### src/rtl/muldiv_pkg.sv
`timescale 1ns/1ps
package muldiv_pkg;
    typedef enum logic {
        OP_MUL = 1'b0,
        OP_DIV = 1'b1
    } md_op_e;
endpackage

### src/rtl/md_cycle_timer.sv
`timescale 1ns/1ps
// Counts a fixed window of MC_COUNT machine cycles of CLKS_PER_MC clocks each.
module md_cycle_timer #(
    parameter int CLKS_PER_MC = 12,
    parameter int MC_COUNT    = 4
) (
    input  logic clk,
    input  logic rst_n,
    input  logic launch,
    output logic running,
    output logic expire
);
    localparam int CW = $clog2(CLKS_PER_MC + 1);
    localparam int MW = $clog2(MC_COUNT + 1);
    localparam logic [CW-1:0] CLK_LAST = CW'(CLKS_PER_MC - 1);
    localparam logic [MW-1:0] MC_LAST  = MW'(MC_COUNT - 1);

    typedef struct packed {
        logic          run;
        logic [CW-1:0] clk_cnt;
        logic [MW-1:0] mc_cnt;
    } tmr_t;

    tmr_t tmr_d, tmr_q;
    logic clk_wrap, mc_wrap;

    always_comb begin
        tmr_d    = tmr_q;
        clk_wrap = (tmr_q.clk_cnt == CLK_LAST);
        mc_wrap  = (tmr_q.mc_cnt == MC_LAST);
        if (!tmr_q.run) begin
            if (launch) begin
                tmr_d.run     = 1'b1;
                tmr_d.clk_cnt = '0;
                tmr_d.mc_cnt  = '0;
            end
        end else if (clk_wrap) begin
            tmr_d.clk_cnt = '0;
            if (mc_wrap) tmr_d.run = 1'b0;
            else         tmr_d.mc_cnt = tmr_q.mc_cnt + 1'b1;
        end else begin
            tmr_d.clk_cnt = tmr_q.clk_cnt + 1'b1;
        end
    end

    always_ff @(posedge clk or negedge rst_n) begin
        if (!rst_n) tmr_q <= '0;
        else        tmr_q <= tmr_d;
    end

    assign running = tmr_q.run;
    assign expire  = tmr_q.run && clk_wrap && mc_wrap;
endmodule

### src/rtl/md_mul_core.sv
`timescale 1ns/1ps
// Shift-add multiplier: one multiplier bit per step.
module md_mul_core #(
    parameter int W = 8
) (
    input  logic           clk,
    input  logic           rst_n,
    input  logic           load,
    input  logic           step,
    input  logic [W-1:0]   mcand_in,
    input  logic [W-1:0]   mplier_in,
    output logic [2*W-1:0] product
);
    typedef struct packed {
        logic [W-1:0]   mcand;
        logic [2*W-1:0] acc;
    } mul_t;

    mul_t mul_d, mul_q;
    logic [W:0] partial;

    always_comb begin
        mul_d   = mul_q;
        partial = {1'b0, mul_q.acc[2*W-1:W]} +
                  (mul_q.acc[0] ? {1'b0, mul_q.mcand} : '0);
        if (load) begin
            mul_d.mcand = mcand_in;
            mul_d.acc   = {{W{1'b0}}, mplier_in};
        end else if (step) begin
            mul_d.acc = {partial, mul_q.acc[W-1:1]};
        end
    end

    always_ff @(posedge clk or negedge rst_n) begin
        if (!rst_n) mul_q <= '0;
        else        mul_q <= mul_d;
    end

    assign product = mul_q.acc;
endmodule

### src/rtl/md_div_core.sv
`timescale 1ns/1ps
// Restoring divider: one quotient bit per step.
module md_div_core #(
    parameter int W = 8
) (
    input  logic         clk,
    input  logic         rst_n,
    input  logic         load,
    input  logic         step,
    input  logic [W-1:0] dividend_in,
    input  logic [W-1:0] divisor_in,
    output logic [W-1:0] quotient,
    output logic [W-1:0] remainder
);
    typedef struct packed {
        logic [W-1:0] dsr;
        logic [W-1:0] rem;
        logic [W-1:0] quo;
    } div_t;

    div_t div_d, div_q;
    logic [W:0]   shifted;
    logic [W+1:0] trial;

    always_comb begin
        div_d   = div_q;
        shifted = {div_q.rem, div_q.quo[W-1]};
        trial   = {1'b0, shifted} - {2'b00, div_q.dsr};
        if (load) begin
            div_d.dsr = divisor_in;
            div_d.rem = '0;
            div_d.quo = dividend_in;
        end else if (step) begin
            if (!trial[W+1]) begin
                div_d.rem = trial[W-1:0];
                div_d.quo = {div_q.quo[W-2:0], 1'b1};
            end else begin
                div_d.rem = shifted[W-1:0];
                div_d.quo = {div_q.quo[W-2:0], 1'b0};
            end
        end
    end

    always_ff @(posedge clk or negedge rst_n) begin
        if (!rst_n) div_q <= '0;
        else        div_q <= div_d;
    end

    assign quotient  = div_q.quo;
    assign remainder = div_q.rem;
endmodule

### src/rtl/byte_muldiv.sv
`timescale 1ns/1ps
module byte_muldiv
    import muldiv_pkg::*;
#(
    parameter int W           = 8,
    parameter int CLKS_PER_MC = 12,
    parameter int MC_COUNT    = 4
) (
    input  logic         clk,
    input  logic         rst_n,
    input  logic         start,
    input  logic         op_sel,
    input  logic [W-1:0] a_in,
    input  logic [W-1:0] b_in,
    output logic [W-1:0] res_a,
    output logic [W-1:0] res_b,
    output logic         cy,
    output logic         ov,
    output logic         done,
    output logic         busy
);
    localparam int SW = $clog2(W + 1);
    localparam logic [SW-1:0] STEPS = SW'(W);

    typedef struct packed {
        md_op_e        op;
        logic [SW-1:0] step;
        logic [W-1:0]  opa;
        logic [W-1:0]  opb;
        logic [W-1:0]  ra;
        logic [W-1:0]  rb;
        logic          cy;
        logic          ov;
        logic          done;
    } ctl_t;

    ctl_t ctl_d, ctl_q;
    logic           accept, step_en, expire, running;
    logic [2*W-1:0] product;
    logic [W-1:0]   quotient, remainder;

    assign accept  = start && !running;
    assign step_en = running && (ctl_q.step < STEPS);

    md_cycle_timer #(.CLKS_PER_MC(CLKS_PER_MC), .MC_COUNT(MC_COUNT)) u_timer (
        .clk(clk), .rst_n(rst_n), .launch(accept),
        .running(running), .expire(expire)
    );

    md_mul_core #(.W(W)) u_mul (
        .clk(clk), .rst_n(rst_n), .load(accept), .step(step_en),
        .mcand_in(a_in), .mplier_in(b_in), .product(product)
    );

    md_div_core #(.W(W)) u_div (
        .clk(clk), .rst_n(rst_n), .load(accept), .step(step_en),
        .dividend_in(a_in), .divisor_in(b_in),
        .quotient(quotient), .remainder(remainder)
    );

    always_comb begin
        ctl_d      = ctl_q;
        ctl_d.done = 1'b0;
        if (accept) begin
            ctl_d.op   = md_op_e'(op_sel);
            ctl_d.opa  = a_in;
            ctl_d.opb  = b_in;
            ctl_d.step = '0;
        end else if (step_en) begin
            ctl_d.step = ctl_q.step + 1'b1;
        end
        if (expire) begin
            ctl_d.done = 1'b1;
            ctl_d.cy   = 1'b0;
            if (ctl_q.op == OP_MUL) begin
                ctl_d.ra = product[W-1:0];
                ctl_d.rb = product[2*W-1:W];
                ctl_d.ov = |product[2*W-1:W];
            end else if (ctl_q.opb == '0) begin
                ctl_d.ra = ctl_q.opa;
                ctl_d.rb = ctl_q.opb;
                ctl_d.ov = 1'b1;
            end else begin
                ctl_d.ra = quotient;
                ctl_d.rb = remainder;
                ctl_d.ov = 1'b0;
            end
        end
    end

    always_ff @(posedge clk or negedge rst_n) begin
        if (!rst_n) ctl_q <= '0;
        else        ctl_q <= ctl_d;
    end

    assign res_a = ctl_q.ra;
    assign res_b = ctl_q.rb;
    assign cy    = ctl_q.cy;
    assign ov    = ctl_q.ov;
    assign done  = ctl_q.done;
    assign busy  = running;
endmodule

### config.mk
export PLATFORM = sky130hd
export DESIGN_NAME = byte_muldiv
export DESIGN_NICKNAME = d
export VERILOG_FILES = /design/src/rtl/muldiv_pkg.sv /design/src/rtl/md_cycle_timer.sv /design/src/rtl/md_mul_core.sv /design/src/rtl/md_div_core.sv /design/src/rtl/byte_muldiv.sv
export SDC_FILE = /design/constraint.sdc
export NUM_CORES = 1
export LEC_CHECK = 0
export BUFFER_PORTS_ARGS = -buffer_cell sky130_fd_sc_hd__buf_4
export CAP_MARGIN = 25
export CORE_MARGIN = 2
export CORE_UTILIZATION = 25
export CTS_BUF_LIST = sky130_fd_sc_hd__clkbuf_8
export CTS_CLUSTER_DIAMETER = 150
export DETAILED_ROUTE_END_ITERATION = 7
export PLACE_DENSITY = 0.37
export RECOVER_POWER = 50
export SLEW_MARGIN = 20
export SYNTH_ARGS = -nofsm -noshare
export SYNTH_HDL_FRONTEND = slang
export SYNTH_SLANG_ARGS = --single-unit
### constraint.sdc
create_clock -name clk -period 4.33 [get_ports clk]
set_clock_uncertainty 0.05 [all_clocks]
set_input_delay 0.2165 -clock clk [delete_from_list [all_inputs] [get_ports clk]]
set_output_delay 0.2165 -clock clk [all_outputs]
set_load 0.05 [all_outputs]
# Word-level counts from Yosys, hierarchy flattened
# Index checks and enable logic that the tools add are counted.
classes:
  addsub: 5
  eq_ne: 4
  reduce_logical: 10
  n_mux: 20
  n_lt_le_gt_ge: 1
ops:
  columns: ["cell", "count"]
  rows:
  - ["$mux 16", 7]
  - ["$mux 8", 3]
  - ["$mux 4", 3]
  - ["$sub 9x8->10", 1]
  - ["$add 8x9->9", 1]
  - ["$add 4x1->4 const B", 2]
  - ["$logic_not 8->1", 1]
  - ["$reduce_or 8->1", 1]
  - ["$mux 3", 2]
  - ["$mux 1", 5]
  - ["$eq 4x4->1 const B", 1]
  - ["$logic_and 1x1->1", 4]
  - ["$lt 4x4->1 const B", 1]
  - ["$ne 2x2->1 const B", 2]
  - ["$reduce_bool 2->1", 2]
  - ["$add 3x1->3 const B", 1]
  - ["$eq 3x2->1 const B", 1]
  - ["$reduce_and 3->1", 1]
  - ["$logic_not 1->1", 1]
totals:
  ff_bits: 79
  wordCells: 54
  inputBits: 20
  out_inout_bits: 20

# Logic depth before layout (Yosys ltp)
# Gate-level depths: netlist (run 1).
depth:
  ltp_word: 4
  ltp_mapped: 9
  ltp_nobuf: 9

# Hierarchy
# A second synthesis (run 1) with hierarchy kept.
unflattened:
  cells_unflattened: 548
  area_unflattened_um2: 5609.1
by_module_without_submodules:
  columns: ["mod", "instances", "area_each_um2", "seq_area_each_um2", "cells_per_inst"]
  rows:
  - ["byte_muldiv", 1, 2097.0, 975.9, 190]
  - ["md_div_core", 1, 1566.5, 600.6, 167]
  - ["md_mul_core", 1, 1486.4, 600.6, 145]
  - ["md_cycle_timer", 1, 459.2, 200.2, 46]

# Least setup slack after synthesis (run 1)
# No wires, ideal clock.
synth_path:
  path_kind: "register to register"
  from: "register u_mul.mul_q (netlist bit u_mul.product[0])"
  to: "register u_mul.mul_q (netlist bit u_mul.product[11])"
  arrival_time_ns: 1.813
  required_ns: 4.159
  setup_time_ns: 0.121
  path_slack_ns: 2.347
  period_less_slack_ns: 1.983
  stages_incl_launch_ff: 9
  n_path_buf: 0
  cell_sequence: "dfrtp_1 and2_1 ha_1 fa_1 a21oi_1 inv_1 a21oi_1 xnor2_1 a22o_1"
synth_via:
  elab_chain_len: 4
synth_lines:
  columns: ["item", "line_no", "text"]
  rows:
  - ["start, declared", "md_mul_core.sv:19", "mul_t mul_d, mul_q;"]
  - ["start signal, assigned", "md_mul_core.sv:36", "else mul_q <= mul_d;"]
  - ["$mux 8", "md_mul_core.sv:25", "(mul_q.acc[0] ? {1'b0, mul_q.mcand} : '0);"]
  - ["$add 8x9->9", "md_mul_core.sv:24", "partial = {1'b0, mul_q.acc[2*W-1:W]} +"]
  - ["$mux 16", "md_mul_core.sv:29", "end else if (step) begin"]
  - ["$mux 16", "md_mul_core.sv:26", "if (load) begin"]
# No other way between the ends. The select of a mux whose other input is x is not followed.
# A chain may end at the register's enable or synchronous reset.

==> metrics.md, run 1 <==
| Metric | Value |
|---|---|
| Run status | complete, but fails checks |
| Failing checks | capacitance limit, slew limit |
| Synth unique cells | 45 |
| Max-cap violations | 1 |
| DRC | 0 |
| CTS tree | done |
| Diode count | 0 |
| Clk network pwr share | 0.146 |
| Synth-to-Final Area Change | 14.5% |
| H-tree Lvls | 3 |
| Chip Width | around 140 um |
| Cells after synthesis | ~460 |
| Vias in the first global route | around 3,300 |
| Port Buf Inserts | 38 |
| Worst endpoint required time | about 4.7 ns |
| Synth async-reset ratio | 1.00 |
| Share of layout cells above drive strength 1 | 0.107 |
| Syn Area/Cell | a little over 9 um^2 |
| Routed Antenna Nets | 0 |
| Die area | between 0.015 and 0.02 mm^2 |
| Number of buffers created by CTS | 9 |
| CORE AREA | between 0.015 and 0.02 mm^2 |
| Crit path launch type | input port |
| Worst-Margin Slew | approximately 1.9 ns |
| Pin count of the biggest net entering global routing | between 40 and 50 |
| Leading post-synthesis cells by cell area | dfrtp_1, nand2_1, ha_1 |
| Mapped cell area | 0.00430 mm^2 |
| Nets | 533 |
| Pwr/cell area | 739 mW/mm^2 |
| CP Capture Type | asynchronous set/reset pin |
| Leading area contributor after synthesis | dfrtp_1 |
| Starting density of the core | 0.258 |
| Yosys warnings | 0 |
| Number of flops mapped to enable cells by yosys | 0 |
| CP max-delay cell | clkbuf_1 |
| RSZ-0062 raised after global routing | no |
| Routed len/inst | 16.5 um |
| I/O pin cnt | 40 |
| Leak | ~0.0023 uW |
| Seq pwr share | 0.365 |
| Crit path max fanout | 48 |
| Ys flop type | dfrtp_1 |
| Slowest cell delay on critical path | ~1.4 ns |
| Max VDD drop | ~200 uV |
| Final instance area | 0.00493 mm^2 |
| Post-placement cell area | roughly 0.0047 mm^2 |
| P_sw | around 1700 uW |
| Vias | about 3,300 |
| Global-route wire length before repair | 18,800 um |
| Row cnt | 47 |
| Achievable Freq | 406 MHz |
| CP top delay family | buffers and inverters |
| Initial antenna violation count | 0 |
| TNS Setup | 0 ns |
| Final setup violation count | 0 |
| Die Height | approximately 140 um |
| Drt via density | ~4.6 |
| Synth top area share | 0.459 |
| Seq/Total Area, Yosys | 0.459 |
| Clk root buf | clkbuf_8 |
| Combinational power share | 0.489 |
| Pint | ~1900 uW |
| Total Routing Usage GR | 0.137 |
| GR Overflow Total | 0 |
| Hold Path Class | in2reg |
| Worst endpoint data arrival time | roughly 2.9 ns |
| Setup bufs post-CTS | 0 |
| Hold Fails Final Rpt | 0 |
| Critical path type | in2async |
| CTS Sinks | 79 |
| Fin crit period | between 2 and 2.5 ns |
| CTS Buffer Depth | 2 |
| Slew Limit Fails | 33 |
| Clock transition at path regs | 0.10 ns |
| Fin crit share | 0.570 |
| Total iterations of the first detailed-routing run | 4 |
| Skew-Pair Late Insertion Delay | roughly 0.39 ns |
| CP cell instances | dlygate4sd3_1, clkbuf_1, buf_4 |
| Post-DP HPWL | about 8400 um |
| Max_slew headroom | -0.279 |
| Placer Congestion | 0.817 |
| Iter 0 DRT Violations | around 200 |
| Syn nets | 503 |
| Post-Route WL | 11,800 um |
| Sw frac | 0.476 |
| Register bit total from synthesis | between 70 and 80 |
| Sum of buffers and inverters on the critical path | 3 |
-- logic make-up after synthesis --
group                      synth area share
AOI/OAI and AO/OA                     0.175
xor gates and xnor gates             0.0244
adders and majority gates            0.0674
buffers and inverters                0.0657
DFF                                   0.459
muxes                                0.0305
other                              0.000871
and+or+nand+nor                       0.176
-- what timing repair did --
action,in CTS,in global routing
hold buffers,12,0
resized for setup,0,0
endpoints found under the hold margin,44,0
-- power groups by stage --
stage	logic (uW)	clock network, uW	registers (uW)
finish	1780	532	1330
global placement	1840	0	1340
floorplan	1440	0	1260
global route	2000	590	1380
CTS	1850	557	1330
detailed placement	1830	0	1340
-- area by class of cell --
type	count	area, um^2
clock buffers	9	124
fillers	1787	11800
clock inverters	7	56.3
well taps	220	275
repair buffers	56	379
inverters	17	63.8
multi-input cells	328	2050
flip-flops and latches	79	1980
-- cells in the mapped netlist, types with 2 or more instances --
library cell,instances
o21ai_0,39
ha_1,20
fa_1,2
nand2_1,94
nor2b_1,11
a31oi_1,11
nand3_1,12
nor4_1,2
nor2_1,24
a32oi_1,3
xnor2_1,6
a22o_1,4
xor2_1,6
buf_2,4
a21oi_1,12
buf_4,18
a21o_1,9
nand2b_1,8
o31ai_1,5
clkbuf_1,14
nand3b_1,2
inv_1,17
a22oi_1,7
a211oi_1,13
mux2i_1,12
nor4_2,2
dfrtp_1,79
and2_1,8
-- through the flow --
stage               std cells   util  worst slack, ns  hold slack, ns  power (uW)
floorplan                 461      -             2.35          -0.129        2710
global placement          688  0.281             1.87           0.153        3180
detailed placement        688  0.281             1.89           0.152        3180
CTS                       716  0.299             1.86         0.00325        3740
global route              716  0.295             1.45          0.0254        3970
finish                    716  0.295             1.86          0.0122        3640
-- worst min-delay path, cell delays in order --
cell and delay, ns:
buf_4 0.08, nand2_1 0.06, o21ai_0 0.07
-- cells in the final DEF, fill, tap and decap left out, types with 3 or more instances in the layout --
master         Yosys  final
a22o_1             4      4
nand2_1           94     94
mux2i_1           12     12
nor2_1            24     22
a21oi_1           12     12
nor2b_1           11     10
nand3_1           12     12
nand2b_1           8      8
o21ai_0           39     39
clkbuf_8           0      9
o31ai_1            5      5
clkinvlp_4         0      3
a21o_1             9      9
a211oi_1          13     13
inv_1             17     17
xnor2_1            6      6
a31oi_1           11     11
dlygate4sd3_1      0     12
dfrtp_1           79     79
ha_1              20     20
buf_4             18     25
a32oi_1            3      3
a22oi_1            7      7
and2_1             8      8
clkbuf_1          14     19
xor2_1             6      6
-- flip-flops by register name, indices dropped and copies added (netlist names) --
| signal | cells |
|---|---|
| u_mul.mul_q | 8 |
| res_a | 8 |
| u_timer.running | 1 |
| u_mul.product | 16 |
| res_b | 8 |
| u_timer.tmr_q | 7 |
| ctl_q | 5 |
| ov | 1 |
| done | 1 |
| u_div.quotient | 8 |
| u_div.remainder | 8 |
| u_div.div_q | 8 |
-- path summary, 6_finish.rpt --
check                           startpoint                 end  slack [ns]  cells after the start
max                                  rst_n  u_div.remainder[1]        1.86                      3
min                                b_in[6]    u_mul.product[6]        0.01                      3
max reg2reg                u_timer.running   u_div.quotient[0]        1.89                      5
min reg2reg                       res_b[3]            res_b[3]        0.43                      2
max in group clk           u_timer.running   u_div.quotient[0]        1.89                      5
min in group asynchronous            rst_n    u_timer.tmr_q[4]        0.85                      2
-- routing by layer --
layer,vias to the layer above,wire (um),part of all wire,global-route usage
met2,42,5360,0.45,0.209
met3,11,328,0.028,0.0206
met4,0,208,0.018,0.0579
li1,1639,-,-,-
met1,1593,5900,0.50,0.195
met5,-,0,0,0
Note: power is estimated with default switching activity, not from simulation.
==> run 2: changes to the inputs <==
--- a/config.mk
+++ b/config.mk
@@ -12,7 +12,7 @@
 export CTS_BUF_LIST = sky130_fd_sc_hd__clkbuf_8
 export CTS_CLUSTER_DIAMETER = 150
 export DETAILED_ROUTE_END_ITERATION = 7
-export PLACE_DENSITY = 0.37
+export PLACE_DENSITY = 0.39
 export RECOVER_POWER = 50
 export SLEW_MARGIN = 20
 export SYNTH_ARGS = -nofsm -noshare
==> constraint.sdc (replaced) <==
create_clock -name clk -period 2.15 [get_ports clk]
set_clock_uncertainty 0.05 [all_clocks]
set_input_delay 0.1075 -clock clk [delete_from_list [all_inputs] [get_ports clk]]
set_output_delay 0.1075 -clock clk [all_outputs]
set_load 0.05 [all_outputs]
==> metrics.md, run 2 (same netlist as run 1, synthesis figures left out) <==
| Metric | Value |
|---|---|
| Reg2Reg Depth | 8 (+3) |
| Routed len/inst | 15.7 um (-4.9%) |
| Vias in the first global route | 3,471 (+5.8%) |
| Fill cells | 1,786 (-0.056%) |
| Final hold slack | 0.363 ns (+0.351 ns) |
| Worst endpoint data arrival time | 2.23 ns (-0.65 ns) |
| CTS Buffer Depth | 2 (unchanged) |
| DRC | 0 (unchanged) |
| Share of layout cells above drive strength 1 | 0.192 (+0.0848) |
| Max-cap violations | 0 (-1) |
| Dpl ws | -0.122 ns (-2.01 ns) |
| Crit path max fanout | 5 (-90%) |
| Chip Width | 135 um (unchanged) |
| Achievable Freq | between 400 and 500 MHz |
| Pwr/cell area | 1520 mW/mm^2 (+110%) |
| Commonest non-fill, non-tap cells in the layout | nand2_1, dfrtp_1, buf_4, o21ai_0, nor2_1 |
| CTS tree | done |
| Run status | complete, no violations |
| Final instance area | 0.00537 mm^2 (+9.0%) |
| Final setup violation count | 0 (unchanged) |
| Final worst setup slack | 0.106 ns (-1.76 ns) |
| Total iterations of the first detailed-routing run | 4 (unchanged) |
| Die Height | 135 um (unchanged) |
| Diode count | 0 (unchanged) |
| Utilization after layout | 0.321 (+0.0264) |
| Worst-Margin Slew | 0.973 ns (-0.946 ns) |
| Critical path type | reg2reg |
| Max reg flops | 16 (unchanged) |
| Port Buf Inserts | 38 (unchanged) |
| Fin cells | 747 (+4.3%) |
| Fin crit share | 0.951 |
| Crit path launch type | flip-flop |
| Starting density of the core | 0.258 (unchanged) |
| Max VDD drop | 397 uV (+100%) |
| Worst reg2reg setup slack | 0.11 ns (-1.78 ns) |
| Post-DP HPWL | 8290 um (-1.0%) |
| Total Routing Usage GR | 0.135 (-0.00264) |
| Die area | 0.0183 mm^2 (unchanged) |
| Clk root buf | clkbuf_8 |
| CTS Sinks | 79 (unchanged) |
| Post-placement cell area | 0.00488 mm^2 (+3.8%) |
| Worst endpoint required time | 2.33 ns (-2.41 ns) |
| Hold Path Class | in2async |
| Post-Route WL | 11,700 um (-0.83%) |
| Number of buffers created by CTS | 9 (unchanged) |
| Synth-to-Final Area Change | 24.7% |
| GR Overflow Total | 0 (unchanged) |
| Global-route wire length before repair | 18,800 um (about the same) |
| Row cnt | 47 (unchanged) |
| CP cell instances | inv_1, ha_4, nor2_1, a2111oi_4, buf_4, nor2_4, mux2i_1, o21ai_0 |
| Vias | 3,432 (+4.5%) |
| Nets | 564 (+5.8%) |
| Slew Limit Fails | 0 (-100%) |
| Fin crit period | between 2 and 2.5 ns |
| Clock transition at path regs | 0.09 ns (about the same) |
| Pin count of the biggest net entering global routing | 46 (-6.1%) |
| Hold Fails Final Rpt | 0 (unchanged) |
| Routed Antenna Nets | 0 (unchanged) |
| Slowest cell delay on critical path | 0.41 ns (-0.96 ns) |
| Multi-input logic area | 0.00214 mm^2 (+4.5%) |
| Reg-to-Reg End | u_div.remainder[1] |
| CORE AREA | 0.0167 mm^2 (unchanged) |
| Reg area | 0.00198 mm^2 (unchanged) |
| RR Startpoint | u_div.div_q[18] |
| CP max-delay cell | dfrtp_1 |
| Leak | 0.00258 uW (+10%) |
| Placer Congestion | 0.815 (-0.20%) |
| I/O pin cnt | 40 (unchanged) |
| Drt via density | 4.59 (+0.14%) |
| H-tree Lvls | 3 (unchanged) |
| Iter 0 DRT Violations | 188 (-6.5%) |
| CP Capture Type | flip-flop |
| Initial antenna violation count | 0 (unchanged) |
| Placed cell count | 710 (+3.2%) |
| Skew-Pair Late Insertion Delay | 0.37 ns (-0.02 ns) |
| Max_slew headroom | 0.352 (+0.630) |
| Most common cell after layout, fill and taps aside | nand2_1 |
## run 2: through the flow
step / total power (uW) / TNS [ns]
final: 8160 / 0
after global routing: 8850 / -0.00704
after CTS: 8020 / 0
after detailed placement: 6570 / -0.291
after global placement: 6570 / -0.594
after floorplan: 5450 / 0
## run 2: repair_timing
action,4_1_cts,5_1_grt
cloned,0,1
pin swaps,1,7
endpoints found under the setup margin,6,14
resized for setup,1,17
hold endpoints to repair,69,0
hold buffers,19,0
setup buffers,0,1
## run 2: where the power goes
part / internal (uW) / switching [uW] / total, uW
Clock: 802 / 596 / 1400
Combinational: 1670 / 2440 / 4110
Sequential: 2120 / 538 / 2660
Total: 4590 / 3580 / 8160
## run 2: final cells by class
| class | instances | share of cell area |
|---|---|---|
| clock inverters | 6 | 0.0200 |
| multi-input cells | 329 | 0.399 |
| inverters | 17 | 0.0119 |
| repair buffers | 86 | 0.124 |
| flip-flops and latches | 79 | 0.368 |
| well taps | 220 | 0.0513 |
| clock buffers | 10 | 0.0256 |
## run 2: critical path: cells and delay by family (launching register included)
kind / cells / cell delay [ns]
AO/OA/AOI/OAI: 2 / 0.20
buffers and inverters: 2 / 0.33
multiplexers: 1 / 0.23
adder cells (fa/ha/maj): 1 / 0.23
flip-flops: 1 / 0.41
AND/OR/NAND/NOR: 2 / 0.46
## run 2: how the worst max path moves through the flow
stage,startpoint,cells past startpoint,slack (ns),to
floorplan,u_mul.product[0],8,0.17,u_mul.product[11]
global placement,u_div.div_q[20],7,-0.23,u_div.remainder[5]
detailed placement,u_div.div_q[20],7,-0.12,u_div.remainder[5]
CTS,u_div.div_q[20],7,0.003,u_div.remainder[1]
global route,u_div.remainder[5],7,-0.007,u_div.remainder[7]
finish,u_div.div_q[18],8,0.11,u_div.remainder[1]
## run 2: metal layers
layer	track usage	wire length (um)
met1	0.185	5790
met2	0.214	5490
met3	0.0213	246
met4	0.0527	170
met5	0	0
